**src/rtl/dram_bringup_seq.sv**
```systemverilog
module dram_bringup_seq #(
  parameter int SHORT_WAIT = 10,
  parameter int LONG_WAIT  = 100,
  parameter int MRW        = 13,
  parameter int TAPW       = 6,
  parameter int REF_PERIOD = 312,
  parameter int TAP_DDR1   = 32,
  parameter int TAP_DDR2   = 16
) (
  input  logic            clk,
  input  logic            rst_n,
  input  logic            start,
  input  logic            strap_ddr1,
  output logic [5:0]      cmd_pulse,
  output logic [MRW-1:0]  mode_val,
  output logic [MRW-1:0]  emode_val,
  output logic [14:0]     refresh_ctl,
  output logic [TAPW-1:0] dqs_tap0,
  output logic [TAPW-1:0] dqs_tap1,
  output logic            done
);
  localparam int CW = $clog2(LONG_WAIT + 1);
  localparam int SW = MRW + 4;
  localparam logic [2:0] OP_CMD = 3'd0, OP_MR = 3'd1, OP_EMR = 3'd2,
                         OP_REF = 3'd3, OP_TAP = 3'd4;
  localparam int C_MRS = 1, C_EMRS = 2, C_AREF = 4, C_PRE = 8, C_E2 = 16, C_E3 = 32;

  typedef enum logic [1:0] {ST_IDLE, ST_EXEC, ST_WAIT, ST_DONE} st_t;
  st_t st;
  logic          ddr1_q;
  logic [4:0]    idx;
  logic [CW-1:0] cnt;
  logic [SW-1:0] step;

  function automatic logic [SW-1:0] mk(input logic lw, input logic [2:0] op, input int a);
    return {lw, op, MRW'(a)};
  endfunction

  function automatic logic [SW-1:0] prog(input logic d1, input logic [4:0] i);
    logic [SW-1:0] s;
    s = mk(1'b1, OP_TAP, 0);
    if (d1) begin
      case (i)
        5'd0:  s = mk(1'b1, OP_CMD, C_PRE);
        5'd1:  s = mk(1'b1, OP_EMR, 'h000);
        5'd2:  s = mk(1'b1, OP_CMD, C_EMRS);
        5'd3:  s = mk(1'b1, OP_MR,  'h133);
        5'd4:  s = mk(1'b1, OP_CMD, C_MRS);
        5'd5:  s = mk(1'b1, OP_CMD, C_PRE);
        5'd6:  s = mk(1'b1, OP_CMD, C_AREF);
        5'd7:  s = mk(1'b1, OP_CMD, C_AREF);
        5'd8:  s = mk(1'b1, OP_MR,  'h033);
        5'd9:  s = mk(1'b1, OP_CMD, C_MRS);
        5'd10: s = mk(1'b1, OP_REF, 0);
        default: s = mk(1'b1, OP_TAP, 0);
      endcase
    end else begin
      case (i)
        5'd0:  s = mk(1'b0, OP_CMD, C_E2);
        5'd1:  s = mk(1'b0, OP_CMD, C_E3);
        5'd2:  s = mk(1'b1, OP_CMD, C_PRE);
        5'd3:  s = mk(1'b1, OP_CMD, C_E2);
        5'd4:  s = mk(1'b1, OP_CMD, C_E3);
        5'd5:  s = mk(1'b1, OP_EMR, 'h402);
        5'd6:  s = mk(1'b1, OP_CMD, C_EMRS);
        5'd7:  s = mk(1'b1, OP_MR,  'h143);
        5'd8:  s = mk(1'b1, OP_CMD, C_MRS);
        5'd9:  s = mk(1'b1, OP_CMD, C_PRE);
        5'd10: s = mk(1'b1, OP_CMD, C_AREF);
        5'd11: s = mk(1'b1, OP_CMD, C_AREF);
        5'd12: s = mk(1'b1, OP_MR,  'h043);
        5'd13: s = mk(1'b1, OP_CMD, C_MRS);
        5'd14: s = mk(1'b1, OP_EMR, 'h782);
        5'd15: s = mk(1'b1, OP_CMD, C_EMRS);
        5'd16: s = mk(1'b1, OP_EMR, 'h402);
        5'd17: s = mk(1'b1, OP_CMD, C_EMRS);
        5'd18: s = mk(1'b1, OP_REF, 0);
        default: s = mk(1'b1, OP_TAP, 0);
      endcase
    end
    return s;
  endfunction

  assign step = prog(ddr1_q, idx);

  wire           s_long = step[SW-1];
  wire [2:0]     s_op   = step[SW-2:MRW];
  wire [MRW-1:0] s_arg  = step[MRW-1:0];

  always_ff @(posedge clk) begin
    if (!rst_n) begin
      st <= ST_IDLE; ddr1_q <= 1'b0; idx <= '0; cnt <= '0;
      cmd_pulse <= '0; mode_val <= '0; emode_val <= '0; refresh_ctl <= '0;
      dqs_tap0 <= '0; dqs_tap1 <= '0; done <= 1'b0;
    end else begin
      cmd_pulse <= '0;
      case (st)
        ST_IDLE: if (start) begin
          ddr1_q <= strap_ddr1;
          idx    <= '0;
          st     <= ST_EXEC;
        end
        ST_EXEC: begin
          case (s_op)
            OP_CMD: cmd_pulse   <= s_arg[5:0];
            OP_MR:  mode_val    <= s_arg;
            OP_EMR: emode_val   <= s_arg;
            OP_REF: refresh_ctl <= {1'b1, 4'b0, 10'(REF_PERIOD)};
            default: begin
              dqs_tap0 <= ddr1_q ? TAPW'(TAP_DDR1) : TAPW'(TAP_DDR2);
              dqs_tap1 <= ddr1_q ? TAPW'(TAP_DDR1) : TAPW'(TAP_DDR2);
              done     <= 1'b1;
            end
          endcase
          if (s_op == OP_TAP) st <= ST_DONE;
          else begin
            st  <= ST_WAIT;
            idx <= idx + 5'd1;
            cnt <= s_long ? CW'(LONG_WAIT - 1) : CW'(SHORT_WAIT - 1);
          end
        end
        ST_WAIT: if (cnt == '0) st <= ST_EXEC; else cnt <= cnt - 1'b1;
        default: ;
      endcase
    end
  end

  assert_onehot_cmd_R2: assert property (@(posedge clk) disable iff (!rst_n)
    $onehot0(cmd_pulse));
  assert_single_pulse_R2: assert property (@(posedge clk) disable iff (!rst_n)
    (cmd_pulse != '0) |=> (cmd_pulse == '0));
  assert_values_stable_R6: assert property (@(posedge clk) disable iff (!rst_n)
    (cmd_pulse != '0) |-> ($stable(mode_val) && $stable(emode_val)));
  assert_done_sticky_R8: assert property (@(posedge clk) disable iff (!rst_n)
    done |=> done);
  assert_strap_held_R9: assert property (@(posedge clk) disable iff (!rst_n)
    (st == ST_WAIT) |=> $stable(ddr1_q));
  assert_quiet_after_done_R10: assert property (@(posedge clk) disable iff (!rst_n)
    done |-> (cmd_pulse == '0));
endmodule

```
**config.mk**
```make
export PLATFORM = sky130hd
export DESIGN_NAME = dram_bringup_seq
export DESIGN_NICKNAME = d
export VERILOG_FILES = /design/src/rtl/dram_bringup_seq.sv
export SDC_FILE = /design/constraint.sdc
export NUM_CORES = 1
export LEC_CHECK = 0
export BUFFER_PORTS_ARGS = -buffer_cell sky130_fd_sc_hd__buf_2
export CAP_MARGIN = 20
export CORE_ASPECT_RATIO = 1.75
export CORE_MARGIN = 10
export CORE_UTILIZATION = 30
export CTS_CLUSTER_SIZE = 12
export DETAILED_ROUTE_END_ITERATION = 8
export GPL_ROUTABILITY_DRIVEN = 1
export GPL_TIMING_DRIVEN = 0
export PLACE_DENSITY = 0.61
export SLEW_MARGIN = 20
export SYNTH_ARGS = -nofsm -noshare
export SYNTH_HDL_FRONTEND = slang
export SYNTH_SLANG_ARGS = --single-unit
```
**constraint.sdc**
```tcl
create_clock -name clk -period 3.03 [get_ports clk]
set_input_delay 0.606 -clock clk [delete_from_list [all_inputs] [get_ports clk]]
set_output_delay 0.606 -clock clk [all_outputs]
set_load 0.05 [all_outputs]
```
==> impl_metrics.ini <==
[synthesis]
yosys.area.top_type = dfxtp_1
synthFlopType = dfxtp_1
synthMuxAreaShare_pct = 6.692
async_reset_ff_share_pct = 0
synth-seq-area-share_pct = 45.22
synthSimpleGateAreaFrac_pct = 18.45
avgSynthCellArea_um2 = 9.234
synth_fa_ha_area_share_pct = 2.909
synth_compound_area_share_pct = 14.46
synth_top_family_by_area = simple AND/OR/NAND/NOR gates
synth_area_leaders = dfxtp_1, buf_4, nor2_1
synth_top_area_share_pct = 45.22
synthTopCellsByCount = dfxtp_1, nor2_1, buf_4
synth_cell_types = 49
synthXorXnorAreaFrac_pct = 0.8728
yosysMostFrequentCell = dfxtp_1
synth_edf_count = 0
ys_ff_latch = 68
yosysWarnings = 0
syn_area_mm2 = 0.003010
synthCells = 326

[timing]
clock-skew-final_ps = 6.503
fin_hold_ws_ps = 465.7
max_freq_mhz = 369.7
slew_headroom_pct = 53.07
worstMarginPinSlew_ps = 700.1
fin_crit_ps = 2705
tns_ps = 0
rsz0062_at_grt = false
period_share_pct = 89.28
hold_viol = 0
finalSetupViolCount = 0
slew_violations = 0

[place]
post-dp-hpwl_mm = 5.735
gp_congestion = 0.8094
numPortBuffers = 40
dp.cells = 512

[power_and_ir_drop]
p_seq_share_pct = 38.3
clockPowerShare_pct = 43.9
p_comb_share_pct = 17.8
p_int_uw = 1848
powerDensity_mw_per_mm2 = 679.5
vdd_drop_max_mv = 0.3173
switching_share_pct = 28.33
total_power_uw = 2578
leakage_uw = 0.001707
p_switching_uw = 730.4

[setup_path]
critPathTopFamily = compound AO/OA/AOI/OAI gates
crit_required_ps = 3250
worstSetupStartpointType = flip-flop
cp.arrival_ps = 2930
crit_fanout = 7
critPathBufInv = 2
r2r_start = ddr1_q
cp_slowest_stage_delay_ps = 550
reg2reg_setup_slack_ps = 320
worstSetupPathType = flip-flop to flip-flop
cp-end-kind = flip-flop
ff2ff_path_depth = 9
critical_path.cell_chain = nor4b_1, a2111oi_4, buf_4, a41oi_2, inv_1, ha_1, mux2i_1, nor3_1, a21o_1
cp_slowest_cell = nor4b_1

[floorplan]
core_area_mm2 = 0.009849
die_area_mm2 = 0.01460
boundaryPins = 64
row_count = 48
die_x_um = 95.73
dieHeight_um = 152.5
start_util_pct = 30.56

[drt]
postRouteWirelength_mm = 7.428
vias = 2426
wire_per_inst_um = 13.99
drtIter0Drc = 115
via_per_inst = 4.569
drc = 0
ant_nets = 0
drt_pass1_iterations = 4

[final_layout]
layout.cells.non_filler = 531
nets = 412
diodes = 0
syn_to_final_growth_pct = 26.06
drive_gt1_share_pct = 27.09
n_fill_cell = 993

[cts]
clk_pin_slew_ps = 60
cts_buffer_depth = 2
cts_root_buffer = clkbuf_16
ctsHtreeMaxLevel = 3
clkSinkCount = 68
ctsHoldBuffers = 0
numCtsBuffers = 9
cts_tree = done
clk_latency_ps = 340

[global_routing]
grt_pass1_wl_mm = 11.90
antenna_found_initial = 0
overflow = 0
grt_usage_pct = 10.47
grt_max_degree = 13
first_global_vias = 2437

[flow_run]
maxCapViolCount = 0

[min_path]
hold_start = done
min_path_type = flip-flop to flip-flop
whs_path_depth = 2
min_delay_worst_endpoint = done

[run_status]
status = complete, no violations
[timing repair]
item	4_1_cts	5_1_grt
buffers inserted	0	3
endpoints found under the setup margin	0	7
gates resized for setup	0	0
[layout make-up]
type / count / area [um^2] / area share, %
repair buffers: 43 / 222.7 / 5.869
inverters: 13 / 48.80 / 1.286
clock buffers: 10 / 239.0 / 6.297
multi-input cells: 222 / 1389 / 36.60
flip-flops and latches: 68 / 1361 / 35.87
clock inverters: 6 / 87.58 / 2.308
plain buffers: 44 / 290.3 / 7.649
well taps: 125 / 156.4 / 4.121
[per-layer routing]
layer / vias up / part of all wire [%] / GRT usage (%)
li1: 1224 / - / -
met1: 1130 / 35 / 9.216
met2: 56 / 56 / 19.35
met3: 16 / 6.4 / 3.552
met4: 0 / 3.0 / 5.999
met5: - / 0 / 0
[how the worst max path moves through the flow]
| stage | startpoint | to | slack, ps | cells after the start |
|---|---|---|---|---|
| 6_report | ddr1_q | flip-flop | 320 | 9 |
| 5_1_grt | st[0] | flip-flop | 120 | 11 |
| 4_1_cts | st[0] | flip-flop | 100 | 10 |
| 3_5_place_dp | start | flip-flop | 110 | 11 |
| 3_3_place_gp | st[0] | flip-flop | 150 | 10 |
| 2_1_floorplan | st[1] | flip-flop | 590 | 11 |
[worst register-to-register path: stages, from the launching register on]
cell	delay, ps
dfxtp_1	330
nor4b_1	550
a2111oi_4	150
buf_4	180
a41oi_2	420
inv_1	220
ha_1	320
mux2i_1	150
nor3_1	80
a21o_1	190
[cells by family after synthesis]
family,count (synthesis)
AOI/OAI and AO/OA,58
xor gates and xnor gates,3
adders and majority gates,7
buffers and inverters,57
DFF,68
muxes,18
other,1
and+or+nand+nor,114
[power by group through the flow]
| stage | logic [uW] | clock network, uW | registers [uW] |
|---|---|---|---|
| 2_1_floorplan | 351 | 0 | 1010 |
| 3_5_place_dp | 441 | 0 | 1010 |
| 5_1_grt | 509 | 1190 | 996 |
| 4_1_cts | 446 | 1140 | 987 |
| 6_report | 459 | 1130 | 989 |
| 3_3_place_gp | 432 | 0 | 1000 |
[through the flow]
stage               area [um^2]  setup slack, ps  utilization (%)
floorplan                  3089            593.9                -
global placement           3446            154.9            34.98
detailed placement         3446            113.6            34.98
CTS                        3772            101.4            38.30
global route               3795            122.4            38.53
finish                     3795            324.8            38.53
[cells in the final DEF, fill, tap and decap left out, types with 9 or more instances in the layout]
| cell type | synthesis | routed |
|---|---|---|
| dfxtp_1 | 68 | 68 |
| inv_1 | 11 | 11 |
| nor2_1 | 51 | 51 |
| buf_4 | 32 | 35 |
| nand2_1 | 17 | 17 |
| mux2i_1 | 14 | 14 |
| a21oi_1 | 10 | 10 |
| a22oi_1 | 9 | 9 |
| nor3_1 | 14 | 14 |
| a211oi_1 | 16 | 16 |
| buf_2 | 4 | 44 |
| clkbuf_16 | 0 | 9 |
| conb_1 | 1 | 22 |
Power figures use the tool's default switching activity.
